**src/rtl/scsi_dec_pkg.sv**
```systemverilog
// Package: shared constants, encodings and decode functions for the
// SCSI command/message decoder. Assumes the SCSI-2 CDB groups and message
// classes; nothing in here holds state.
package scsi_dec_pkg;

    localparam int CDB_BYTES = 16;                  // largest CDB
    localparam int CNT_W     = $clog2(CDB_BYTES + 1);

    typedef enum logic [1:0] {
        DIR_NONE = 2'b00,
        DIR_IN   = 2'b01,
        DIR_OUT  = 2'b10
    } xfer_dir_e;

    typedef enum logic [1:0] {
        MSG_ONE = 2'd0,
        MSG_TWO = 2'd1,
        MSG_EXT = 2'd2
    } msg_kind_e;

    typedef struct packed {
        logic      known;
        xfer_dir_e dir;
    } dir_info_t;

    // CDB length for an opcode group (opcode bits 7:5)
    function automatic logic [CNT_W-1:0] group_cdb_len(input logic [2:0] grp);
        case (grp)
            3'd0, 3'd7:       group_cdb_len = CNT_W'(6);
            3'd1, 3'd2, 3'd6: group_cdb_len = CNT_W'(10);
            3'd3, 3'd5:       group_cdb_len = CNT_W'(12);
            default:          group_cdb_len = CNT_W'(16);
        endcase
    endfunction

    // Message class from its first byte
    function automatic msg_kind_e msg_kind(input logic [7:0] b);
        if (b == 8'h00 || (b >= 8'h02 && b <= 8'h1F) || b[7])
            msg_kind = MSG_ONE;
        else if (b >= 8'h20 && b <= 8'h2F)
            msg_kind = MSG_TWO;
        else
            msg_kind = MSG_EXT;
    endfunction

    // Direction table; unlisted opcodes come back as not known
    function automatic dir_info_t opcode_dir(input logic [7:0] op);
        case (op)
            8'h04, 8'h0A, 8'h0C, 8'h0F, 8'h11, 8'h15, 8'h2A, 8'h55, 8'hAA:
                opcode_dir = '{known: 1'b1, dir: DIR_OUT};
            8'h01, 8'h03, 8'h08, 8'h0E, 8'h12, 8'h1A, 8'h25, 8'h28, 8'h34,
            8'h37, 8'h42, 8'h43, 8'h51, 8'h52, 8'h5A, 8'hA8, 8'hB9, 8'hBD,
            8'hBE, 8'hD8, 8'hD9:
                opcode_dir = '{known: 1'b1, dir: DIR_IN};
            8'h00, 8'h05, 8'h06, 8'h07, 8'h09, 8'h0B, 8'h10, 8'h16, 8'h17,
            8'h19, 8'h1B, 8'h1D, 8'h1E, 8'h2B, 8'h35, 8'h45, 8'h47, 8'h48,
            8'h49, 8'h4B, 8'h4E, 8'hA5, 8'hA9, 8'hBA, 8'hBC, 8'hE0, 8'hE3,
            8'hE4:
                opcode_dir = '{known: 1'b1, dir: DIR_NONE};
            default:
                opcode_dir = '{known: 1'b0, dir: DIR_NONE};
        endcase
    endfunction

endpackage

```
**src/rtl/scsi_msg_assembler.sv**
```systemverilog
// Message-out assembler: counts message bytes, decides completion from
// the first byte (and the length byte of an extended message), and
// latches the LUN of an IDENTIFY. Assumes stb and abort are never high
// together (one byte per cycle on one phase).
module scsi_msg_assembler
    import scsi_dec_pkg::*;
(
    input  logic       clk,
    input  logic       rst_n,
    input  logic       stb,
    input  logic       abort,
    input  logic [7:0] data,
    input  logic       lun_clr,
    output logic       msg_done,
    output logic       lun_vld,
    output logic [2:0] lun
);

    logic [7:0] cnt_q;
    logic [7:0] first_q;
    logic [7:0] ext_len_q;
    logic [7:0] first_w;
    logic [7:0] cnt_n;
    logic [7:0] need_w;
    logic       complete_w;

    // Work out the length needed and whether this byte ends the message
    always_comb begin
        first_w = (cnt_q == 8'd0) ? data : first_q;
        cnt_n   = cnt_q + 8'd1;
        case (msg_kind(first_w))
            MSG_ONE: need_w = 8'd1;
            MSG_TWO: need_w = 8'd2;
            default: begin
                if (cnt_q == 8'd0)      need_w = 8'd3;
                else if (cnt_q == 8'd1) need_w = data;
                else                    need_w = ext_len_q;
            end
        endcase
        complete_w = stb && (cnt_n >= need_w);
    end

    // Byte counter, stored header bytes, completion pulse and LUN latch
    always_ff @(posedge clk) begin
        if (!rst_n) begin
            cnt_q     <= '0;
            first_q   <= '0;
            ext_len_q <= '0;
            msg_done  <= 1'b0;
            lun_vld   <= 1'b0;
            lun       <= '0;
        end else begin
            msg_done <= 1'b0;
            if (lun_clr)
                lun_vld <= 1'b0;
            if (abort) begin
                cnt_q <= '0;
            end else if (stb) begin
                if (cnt_q == 8'd0) first_q   <= data;
                if (cnt_q == 8'd1) ext_len_q <= data;
                if (complete_w) begin
                    cnt_q    <= '0;
                    msg_done <= 1'b1;
                    if (first_w[7] && !first_w[5]) begin
                        lun_vld <= 1'b1;
                        lun     <= first_w[2:0];
                    end
                end else begin
                    cnt_q <= cnt_n;
                end
            end
        end
    end

endmodule

```
**src/rtl/scsi_cdb_capture.sv**
```systemverilog
// CDB capture: stores command bytes, takes the CDB length from the
// opcode group, and presents the finished CDB combinationally in the
// cycle of its last byte, with bytes past the end zeroed and the pending
// LUN merged into byte 1. Assumes stb and abort are never high together.
module scsi_cdb_capture
    import scsi_dec_pkg::*;
(
    input  logic                   clk,
    input  logic                   rst_n,
    input  logic                   stb,
    input  logic                   abort,
    input  logic [7:0]             data,
    input  logic                   lun_vld,
    input  logic [2:0]             lun,
    output logic                   fin,
    output logic [CDB_BYTES*8-1:0] fin_cdb,
    output logic [CNT_W-1:0]       fin_len
);

    logic [CNT_W-1:0] cnt_q;
    logic [CNT_W-1:0] need_q;
    logic [CNT_W-1:0] need_w;
    logic [CNT_W-1:0] cnt_n;

    // Length from the opcode on byte 0, held afterwards
    always_comb begin
        need_w  = (cnt_q == '0) ? group_cdb_len(data[7:5]) : need_q;
        cnt_n   = cnt_q + CNT_W'(1);
        fin     = stb && (cnt_n >= need_w);
        fin_len = need_w;
    end

    // Byte counter and stored length
    always_ff @(posedge clk) begin
        if (!rst_n) begin
            cnt_q  <= '0;
            need_q <= '0;
        end else if (abort) begin
            cnt_q <= '0;
        end else if (stb) begin
            need_q <= need_w;
            cnt_q  <= fin ? '0 : cnt_n;
        end
    end

    for (genvar i = 0; i < CDB_BYTES; i++) begin : g_byte
        logic [7:0] byte_q;
        logic [7:0] byte_w;

        // Store this byte position when its byte arrives
        always_ff @(posedge clk) begin
            if (!rst_n)
                byte_q <= '0;
            else if (stb && !abort && cnt_q == CNT_W'(i))
                byte_q <= data;
        end

        // Finished value of this byte position
        always_comb begin
            if (CNT_W'(i) < cnt_q)       byte_w = byte_q;
            else if (CNT_W'(i) == cnt_q) byte_w = data;
            else                         byte_w = '0;
            if (i == 1 && lun_vld)
                byte_w[7:5] = lun;
        end

        assign fin_cdb[i*8 +: 8] = byte_w;
    end

endmodule

```
**src/rtl/scsi_xfer_analyzer.sv**
```systemverilog
// Transfer analyser: purely combinational. From the opcode and the few
// CDB fields that carry counts, derives the data phase length in bytes
// and its direction. Assumes BLK_SHIFT is the log2 of the block size.
module scsi_xfer_analyzer
    import scsi_dec_pkg::*;
#(
    parameter int BLK_SHIFT = 9,
    localparam int XLEN_W   = 16 + BLK_SHIFT
) (
    input  logic [7:0]        opcode,
    input  logic              fmt_data,
    input  logic [7:0]        cnt_b4,
    input  logic [7:0]        cnt_b7,
    input  logic [7:0]        cnt_b8,
    input  logic [CNT_W-1:0]  cdb_len,
    output logic [XLEN_W-1:0] xfer_len,
    output xfer_dir_e         xfer_dir,
    output logic              known
);

    dir_info_t          info;
    logic [XLEN_W-1:0]  generic_len;
    logic [XLEN_W-1:0]  len_w;
    logic [8:0]         blocks6;
    logic               no_data;

    // Length rules by opcode, then direction with zero-length fold
    always_comb begin
        info        = opcode_dir(opcode);
        known       = info.known;
        generic_len = (cdb_len == CNT_W'(6)) ? XLEN_W'(cnt_b4)
                                             : XLEN_W'({cnt_b7, cnt_b8});
        blocks6     = (cnt_b4 == 8'd0) ? 9'd256 : {1'b0, cnt_b4};
        no_data     = 1'b0;
        case (opcode)
            8'h04: begin
                len_w   = fmt_data ? generic_len : '0;
                no_data = !fmt_data;
            end
            8'h06, 8'h07: begin
                len_w   = '0;
                no_data = 1'b1;
            end
            8'h0A:   len_w = XLEN_W'(blocks6) << BLK_SHIFT;
            8'h2A:   len_w = XLEN_W'({cnt_b7, cnt_b8}) << BLK_SHIFT;
            8'h0F:   len_w = XLEN_W'(1) << BLK_SHIFT;
            8'h0C:   len_w = XLEN_W'(8);
            8'h11:   len_w = XLEN_W'(4);
            default: len_w = generic_len;
        endcase
        xfer_len = len_w;
        if (no_data || (info.dir == DIR_OUT && len_w == '0))
            xfer_dir = DIR_NONE;
        else
            xfer_dir = info.dir;
    end

endmodule

```
**src/rtl/scsi_cmd_decoder.sv**
```systemverilog
// Top: splits the byte stream by phase into the message assembler and
// the CDB capture, analyses the finished CDB and registers the command
// outputs, which hold until the next completion. Assumes one byte per
// strobe cycle; no back-pressure exists.
module scsi_cmd_decoder
    import scsi_dec_pkg::*;
#(
    parameter int BLK_SHIFT = 9,
    localparam int XLEN_W   = 16 + BLK_SHIFT
) (
    input  logic                   clk,
    input  logic                   rst_n,
    input  logic                   byte_vld,
    input  logic                   phase_msg,
    input  logic [7:0]             byte_data,
    output logic                   msg_done,
    output logic                   lun_vld,
    output logic [2:0]             lun,
    output logic                   cmd_done,
    output logic [CDB_BYTES*8-1:0] cdb,
    output logic [CNT_W-1:0]       cdb_len,
    output logic [XLEN_W-1:0]      xfer_len,
    output logic [1:0]             xfer_dir,
    output logic                   unk_op
);

    logic                   msg_stb;
    logic                   cmd_stb;
    logic                   fin;
    logic [CDB_BYTES*8-1:0] fin_cdb;
    logic [CNT_W-1:0]       fin_len;
    logic [XLEN_W-1:0]      an_len;
    xfer_dir_e              an_dir;
    logic                   an_known;

    assign msg_stb = byte_vld &  phase_msg;
    assign cmd_stb = byte_vld & ~phase_msg;

    scsi_msg_assembler u_msg (
        .clk      (clk),
        .rst_n    (rst_n),
        .stb      (msg_stb),
        .abort    (cmd_stb),
        .data     (byte_data),
        .lun_clr  (fin),
        .msg_done (msg_done),
        .lun_vld  (lun_vld),
        .lun      (lun)
    );

    scsi_cdb_capture u_cdb (
        .clk     (clk),
        .rst_n   (rst_n),
        .stb     (cmd_stb),
        .abort   (msg_stb),
        .data    (byte_data),
        .lun_vld (lun_vld),
        .lun     (lun),
        .fin     (fin),
        .fin_cdb (fin_cdb),
        .fin_len (fin_len)
    );

    scsi_xfer_analyzer #(.BLK_SHIFT(BLK_SHIFT)) u_xfer (
        .opcode   (fin_cdb[7:0]),
        .fmt_data (fin_cdb[12]),
        .cnt_b4   (fin_cdb[39:32]),
        .cnt_b7   (fin_cdb[63:56]),
        .cnt_b8   (fin_cdb[71:64]),
        .cdb_len  (fin_len),
        .xfer_len (an_len),
        .xfer_dir (an_dir),
        .known    (an_known)
    );

    // Register the command outputs on completion; unknown flag is sticky
    always_ff @(posedge clk) begin
        if (!rst_n) begin
            cmd_done <= 1'b0;
            cdb      <= '0;
            cdb_len  <= '0;
            xfer_len <= '0;
            xfer_dir <= DIR_NONE;
            unk_op   <= 1'b0;
        end else begin
            cmd_done <= fin;
            if (fin) begin
                cdb      <= fin_cdb;
                cdb_len  <= fin_len;
                xfer_len <= an_len;
                xfer_dir <= an_dir;
                if (!an_known)
                    unk_op <= 1'b1;
            end
        end
    end

endmodule

```
**config.mk**
```make
export PLATFORM = sky130hd
export DESIGN_NAME = scsi_cmd_decoder
export DESIGN_NICKNAME = d
export VERILOG_FILES = /design/src/rtl/scsi_dec_pkg.sv /design/src/rtl/scsi_msg_assembler.sv /design/src/rtl/scsi_cdb_capture.sv /design/src/rtl/scsi_xfer_analyzer.sv /design/src/rtl/scsi_cmd_decoder.sv
export SDC_FILE = /design/constraint.sdc
export NUM_CORES = 1
export LEC_CHECK = 0
export BUFFER_PORTS_ARGS = -buffer_cell sky130_fd_sc_hd__buf_4
export CORE_MARGIN = 3
export CORE_UTILIZATION = 60
export CTS_BUF_LIST = sky130_fd_sc_hd__clkbuf_4 sky130_fd_sc_hd__clkbuf_8
export DETAILED_ROUTE_END_ITERATION = 6
export PLACE_DENSITY = 0.9
export SYNTH_ARGS = -nofsm -noshare
export SYNTH_HDL_FRONTEND = slang
export SYNTH_HIERARCHICAL = 1
export SYNTH_SLANG_ARGS = --single-unit
```
**constraint.sdc**
```tcl
create_clock -name clk -period 8.3 [get_ports clk]
set_clock_uncertainty 0.05 [all_clocks]
set_input_delay 0 -clock clk [delete_from_list [all_inputs] [get_ports clk]]
set_output_delay 0 -clock clk [all_outputs]
set_load 0.05 [all_outputs]
```
==> impl_metrics.tcl, run 1 <==
set metrics [dict create \
    cap_violations 0 \
    core_sq_mm 0.02718 \
    crit_fanout 129 \
    diodes 0 \
    vdd_drop_max_v 0.0001356 \
    syn_inst 1837 \
    die_w_um 172.8 \
    status "complete, no violations" \
    finalCritPeriodShare_pct 60.91 \
    endpoint_kind "flip-flop" \
    cp_slowest_cell "or4b_2" \
    slew_violations 0 \
    first_iter_violations 1390 \
    reg2reg_depth 11 \
    groute.usage.overall_pct 29.24 \
    fp-row-count 60 \
    port_buffers 178 \
    path_clk_slew_ns 0.07 \
    fillers 1913 \
    top_usage_layer "met2" \
    hold_class "input port to flip-flop" \
    min_period_ns 5.055 \
    cp.arrival_ns 5.47 \
    grt_max_degree 130 \
    met3_usage_pct 5.599 \
    grt_antenna_before_repair 0 \
    drive_above_1_share_pct 16.40 \
    cts_root_buf "clkbuf_8" \
    seqCellArea_sq_mm 0.006586 \
    die-area_sq_mm 0.02986 \
    fin_nets 1989 \
    post_cts_buffers 0 \
    num_vias 14120 \
    cts_tree "yes" \
    cts_resized 0 \
    cp.required_ns 8.71 \
    ys_seq_area_share_pct 39.45 \
    clock_path_buffers 3 \
    tightestPinTransition_ns 1.295 \
    start_kind "flip-flop" \
    crit_chain "inv_1 > ha_1 > or4b_2 > o21a_1 > ha_1 > o21ai_0 > o21ai_0 > and2_4 > buf_12 > mux2i_1 > nor2b_1" \
    path_class "flip-flop to flip-flop" \
    die_h_um 172.8 \
    via_per_inst 5.985 \
    finalHoldViolations 0 \
    postSynth.asyncResetShare_pct 0 \
    syn_to_final_growth_pct 15.02 \
    finalSetupTns_ns 0 \
    reg2reg_setup_slack_ns 3.24 \
    routed_wl_um 45730 \
    met1_usage_pct 36.92 \
    crit_cells 11 \
    fmax_mhz 197.8 \
    synth.area.top_cells "dfxtp_1, mux2i_1, nand2_1" \
    synth_edf_count 0 \
    p_total_uw 3446 \
    drcViolationCount 0 \
    crit_buf_inv 2 \
    syn_nets 1875 \
    postLayoutCoreUtil_pct 70.65 \
    worst_hold_path.num_cells 4 \
    synth_area_sq_mm 0.01669 \
    synth_top_cell_by_area "dfxtp_1" \
    setup_violations 0 \
    grt_pass1_wl_um 73230 \
    syn_area_per_cell_sq_um 9.087 \
    rsz0062_at_grt "no" \
    yosysWarnings 6 \
    synth_commonest_cells "mux2i_1, dfxtp_1, nand2_1, nor2b_1, clkbuf_1" \
    synth_flop_cell "dfxtp_1" \
    start_util_pct 61.43 \
    power_density_mw_per_mm2 179.5 \
    ys_ff_latch 329 \
    multiInputGateArea_sq_mm 0.009226 \
    ant_nets 0 \
    synth_top_area_share_pct 39.45 \
    p_leak_uw 0.008002 \
    overflow 0 \
    pin_count 179 \
    htreeDepth 2 \
    grtUsageMet2_pct 48.28 \
    cts_buffers 50 \
    grt_pass1_vias 14010 \
    wl_per_cell_um 19.38 \
    crit_path_max_incr_delay_ns 0.71 \
    synth_most_common_cell "mux2i_1" \
    drt-pass1-iter-count 6 \
    synth_cell_types 85 \
    relSlewSlack_pct 13.37 \
    crit_family "simple AND/OR/NAND/NOR gates" \
    dp_hpwl_um 28630 \
    clk_latency_ns 0.58 \
    gp_congestion 0.9233 \
    cts_sinks 329 \
]
==> report_power, final <==
group / switching, uW / total (uW) / internal, uW
logic: 226 / 346 / 120
clock network: 638 / 1500 / 864
registers: 9.64 / 1600 / 1590
total: 874 / 3450 / 2570
==> placed cells by master (no fill, tap or decap), types with 4 or more instances in the layout <==
master	n
a21oi_1	25
nor3_1	11
mux2i_1	353
clkbuf_8	64
o21ai_1	6
o21ai_0	69
buf_4	195
dfxtp_1	329
nand3_1	42
o211ai_1	5
ha_1	26
bufinv_16	4
clkinv_2	9
nor2b_1	174
a22oi_1	5
nor4bb_1	7
o21a_1	6
nor4_1	6
xnor2_1	4
nor2_1	37
xor2_1	15
a21boi_0	9
and3_1	7
nor4b_1	4
a22o_1	49
clkbuf_4	9
nand2_1	307
nand2b_1	17
or2_2	9
or4_1	4
nand4_1	7
dlygate4sd3_1	11
a21o_1	4
or3_1	7
nor4_4	4
and2_1	18
a211oi_1	10
inv_1	45
==> state kept, by name, indices dropped and copies added, names as in the netlist, 2 cells and up <==
register	count
cdb	128
cdb_len	5
u_cdb/cnt_q	5
u_cdb/g_byte.byte_q	128
u_cdb/need_q	5
u_msg/cnt_q	8
u_msg/ext_len_q	8
u_msg/first_q	8
u_msg/lun	3
xfer_dir	2
xfer_len	25
==> worst register-to-register path, cell delays in order, from the launching register on <==
cell and delay, ns:
dfxtp_1 0.57, inv_1 0.23, ha_1 0.33, or4b_2 0.71, o21a_1 0.24, ha_1 0.27, o21ai_0 0.10, o21ai_0 0.43
and2_4 0.69, buf_12 0.57, mux2i_1 0.65, nor2b_1 0.09
==> kinds of logic after synthesis <==
family          count (synthesis)  share of synthesized area [%]
buf+inv                       192                          5.344
fa+ha+maj                      26                          1.949
mux                           356                          21.37
flops                         329                          39.45
xor+xnor                       19                         0.9969
simple gates                  690                          21.53
compound gates                225                          9.354
==> metal layers <==
layer	vias to the layer above	share of wire (%)
li1	6530	-
met1	6684	41
met2	747	47
met3	163	8.0
met4	0	4.4
met5	-	0
==> through the flow <==
step	area, sq um	hold slack (ns)	setup WS (ns)	cells
6_report	19200	0.1783	3.245	2360
5_1_grt	19200	0.1687	3.047	2360
4_1_cts	19200	0.1420	3.425	2360
3_5_place_dp	17950	0.3724	3.468	2260
3_3_place_gp	17950	0.3706	3.679	2260
2_1_floorplan	16690	0.1009	3.837	1837
==> path summary, 6_finish.rpt <==
path	end	start
hold / removal	u_msg/cnt_q[1]$_SDFFE_PP0P_	phase_msg
setup reg to reg	cdb[94]$_SDFFE_PN0P_	u_cdb/cnt_q[0]$_SDFFE_PP0P_
hold reg to reg	u_cdb/need_q[0]$_SDFFE_PN0P_	u_cdb/need_q[0]$_SDFFE_PN0P_
setup / recovery	cdb[94]$_SDFFE_PN0P_	u_cdb/cnt_q[0]$_SDFFE_PP0P_
==> final cells by class <==
cell class                      instances  area share (%)
Clock buffer                           73           4.939
Clock inverter                         16           1.023
Inverter                               46          0.8993
Multi-Input combinational cell       1316           48.05
Sequential cell                       329           34.30
Tap cell                              372           2.424
Timing Repair Buffer                  208           8.360
==> timing repair <==
item                                   4_1_cts  5_1_grt
setup endpoints to repair                    0        0
endpoints found under the hold margin       94        0
hold buffers                                11        0
(Power assumes the default switching activity.)
==> run 2, diff against run 1 <==
--- a/config.mk
+++ b/config.mk
@@ -5,12 +5,13 @@
 export SDC_FILE = /design/constraint.sdc
 export NUM_CORES = 1
 export LEC_CHECK = 0
+export ABC_AREA = 1
 export BUFFER_PORTS_ARGS = -buffer_cell sky130_fd_sc_hd__buf_4
 export CORE_MARGIN = 3
-export CORE_UTILIZATION = 60
+export CORE_UTILIZATION = 55
 export CTS_BUF_LIST = sky130_fd_sc_hd__clkbuf_4 sky130_fd_sc_hd__clkbuf_8
 export DETAILED_ROUTE_END_ITERATION = 6
-export PLACE_DENSITY = 0.9
+export PLACE_DENSITY = 0.87
 export SYNTH_ARGS = -nofsm -noshare
 export SYNTH_HDL_FRONTEND = slang
 export SYNTH_HIERARCHICAL = 1
==> constraint.sdc (replaced) <==
create_clock -name clk -period 4.35 [get_ports clk]
set_clock_uncertainty 0.05 [all_clocks]
set_input_delay 0 -clock clk [delete_from_list [all_inputs] [get_ports clk]]
set_output_delay 0 -clock clk [all_outputs]
set_load 0.05 [all_outputs]
==> run 2 against run 1 <==
Against the previous run: the run now ends with design-rule violations left; final area up 2.5%; critical path depth up 6; utilization down 5.3 points; clock-buffer cell count up 13; combinational power rose to 2.9 times the previous value; cell count up 36%; routed wire length up 6.0%; fmax up 34%; via count up 22%; area after synthesis up 2.3%; sequential power up 96%; power up 100%; largest cell class unchanged.
==> impl_metrics.tcl, run 2 <==
set metrics [dict create \
    wl_per_cell_um 15.10 \
    synth_cell_types 46 \
    routed_wl_um 48470 \
    cts_tree "yes" \
    synth_top_area_share_pct 38.57 \
    finalSetupTns_ns 0 \
    num_vias 17230 \
    yosysWarnings 6 \
    p_sw_uw 2014 \
    htreeDepth 2 \
    die_w_um 182.2 \
    final_cell_mix "nand2_1, nor2_1, inv_1, dfxtp_1, buf_4" \
    synth_edf_count 0 \
    crit_buf_inv 4 \
    crit_family "simple AND/OR/NAND/NOR gates" \
    p_clk_share_pct 41.3 \
    dp_cells 3102 \
    slew_violations 0 \
    grt_pass1_wl_um 79110 \
    fin_nets 2817 \
    hold_class "input port to flip-flop" \
    syn_inst 2630 \
    die_h_um 182.2 \
    drt-pass1-iter-count 7 \
    p_sw_share_pct 28.61 \
    crit_path_max_incr_delay_ns 0.44 \
    finalCritPeriodShare_pct 86.56 \
    path_clk_slew_ns 0.06 \
    ys_ff_latch 329 \
    dp_hpwl_um 32880 \
    groute.usage.overall_pct 28.26 \
    grtUsageMet2_pct 48.01 \
    crit_top_cell "nand2_1" \
    start_kind "flip-flop" \
    synth_flop_cell "dfxtp_1" \
    crit_chain "nor2_8 > nand3_2 > nor2_1 > inv_1 > o21ai_0 > inv_1 > ha_1 > nand2_1 > nor2_1 > nand2_1 > nand3_1 > nand2_1 > inv_8 > buf_4 > nand2_1 > nand2_1 > nor2_1" \
    synth.area.top_cells "dfxtp_1, nand2_1, nor2_1" \
    endpoint_kind "flip-flop" \
    reg_top3 "cdb x128, u_cdb/g_byte.byte_q x128, xfer_len x25" \
    met1_usage_pct 35.69 \
    seqPwrFrac_pct 44.5 \
    syn_nets 2668 \
    syn_area_per_cell_sq_um 6.493 \
    core_sq_mm 0.03011 \
    clk_latency_ns 0.60 \
    vdd_drop_max_v 0.0002892 \
    start_util_pct 56.71 \
    fp-row-count 63 \
    drive_above_1_share_pct 14.58 \
    tightestPinTransition_ns 1.098 \
    setup_violations 0 \
    drcViolationCount 3 \
    port_buffers 178 \
    grt_pass1_vias 16340 \
    cts_buffers 54 \
    crit_fanout 74 \
    gp_congestion 1.016 \
    cts_sinks 329 \
    cp.required_ns 4.79 \
    cp_slowest_cell "dfxtp_1" \
    synth_area_sq_mm 0.01708 \
    path_class "flip-flop to flip-flop" \
    pin_count 179 \
    grt_max_degree 92 \
    cp.arrival_ns 4.20 \
    cap_violations 0 \
    synth_top_cell_by_area "dfxtp_1" \
    combPwrFrac_pct 14.2 \
    relSlewSlack_pct 26.83 \
    via_per_inst 5.366 \
    clock_path_buffers 3 \
    synth_commonest_cells "nand2_1, nor2_1, inv_1, dfxtp_1, o21ai_0" \
    p_int_uw 5024 \
    postSynth.asyncResetShare_pct 0 \
    ant_nets 0 \
    overflow 0 \
    fin_cells 3210 \
    layout_commonest_cell "nand2_1" \
    cts_root_buf "clkbuf_8" \
    rsz0062_at_grt "no" \
    min_period_ns 3.766 \
    met3_usage_pct 4.564 \
    p_leak_uw 0.008320 \
    ys_seq_area_share_pct 38.57 \
    first_iter_violations 1781 \
    violations "design-rule violations" \
    top_usage_layer "met2" \
    post_cts_buffers 0 \
    power_density_mw_per_mm2 357.6 \
    synth_most_common_cell "nand2_1" \
    syn_to_final_growth_pct 15.25 \
    status "complete, but fails checks" \
    die-area_sq_mm 0.03320 \
    fmax_mhz 265.6 \
    grt_antenna_before_repair 0 \
    finalHoldViolations 0 \
]
-- run 2: changes by cell type after synthesis, sizes merged, moves of 49 or more --
cell   previous run  this run
a21oi            27       124
a22o             49         0
inv              46       355
mux2i           353         0
nand2           307       707
nand3            43       109
nor2             37       529
nor2b           174         0
o21ai            76       204
-- run 2: per-layer routing --
layer	wire, um	share of wire, %	vias up
li1	-	-	8466
met1	19540	40	7771
met2	22860	47	837
met3	4211	8.7	152
met4	1857	3.8	0
met5	0	0	-
-- run 2: per-stage QoR --
step           cell area, sq um  total power (uW)  worst slack [ns]  util [%]  hold slack (ns)
2_1_floorplan             17080              3911            0.6175         -          0.09529
3_3_place_gp              18380              4155            0.5530     61.04           0.2875
3_5_place_dp              18380              4171            0.4405     61.04           0.3042
4_1_cts                   19680              7065            0.4218     65.34          0.01250
5_1_grt                   19680              7325            0.2478     65.36          0.05163
6_report                  19680              7038            0.5845     65.37          0.03271
-- run 2: final timing paths --
kind | start | end | slack (ns) | cells past startpoint
setup / recovery | u_cdb/cnt_q[4]$_SDFFE_PP0P_ | xfer_len[8]$_SDFFE_PN0P_ | 0.58 | 17
hold / removal | byte_vld | u_msg/cnt_q[2]$_SDFFE_PP0P_ | 0.03 | 5
setup reg to reg | u_cdb/cnt_q[4]$_SDFFE_PP0P_ | xfer_len[8]$_SDFFE_PN0P_ | 0.58 | 17
hold reg to reg | u_cdb/need_q[0]$_SDFFE_PN0P_ | u_cdb/need_q[0]$_SDFFE_PN0P_ | 0.39 | 2
-- run 2: power by group through the flow --
stage / clock, uW / sequential, uW / combinational [uW]
after detailed placement: 0 / 3200 / 975
after global routing: 3100 / 3140 / 1090
after global placement: 0 / 3190 / 962
final: 2900 / 3130 / 1000
after floorplan: 0 / 3380 / 536
after CTS: 2950 / 3130 / 986
-- run 2: what timing repair did --
| item | 4_1_cts | 5_1_grt |
|---|---|---|
| resized for setup | 0 | 1 |
| endpoints found under the hold margin | 182 | 0 |
| hold buffers | 11 | 0 |
| setup endpoints to repair | 0 | 6 |
-- run 2: kinds of logic after synthesis --
| kind of cell | share of synthesized area, % |
|---|---|
| AND/OR/NAND/NOR | 33.16 |
| buffers and inverters | 12.86 |
| AO/OA/AOI/OAI | 13.15 |
| flip-flops | 38.57 |
| adder cells (fa/ha/maj) | 1.905 |
| XOR/XNOR | 0.3590 |
-- run 2: cell type report --
type | instances | area [sq um]
inverter | 357 | 1354
timing repair buffer | 226 | 1765
fill | 2677 | 10430
clock buffer | 86 | 1090
antenna | 1 | 2.502
multi-input combinational | 1811 | 8300
sequential | 329 | 6586
clock inverter | 10 | 96.34
tap | 390 | 488.0
-- run 2: tightest hold or removal path: cells and delay by family --
kind / cells / cell delay (ns)
buffers and inverters: 2 / 0.36
AOI/OAI and AO/OA: 1 / 0.05
and+or+nand+nor: 2 / 0.21
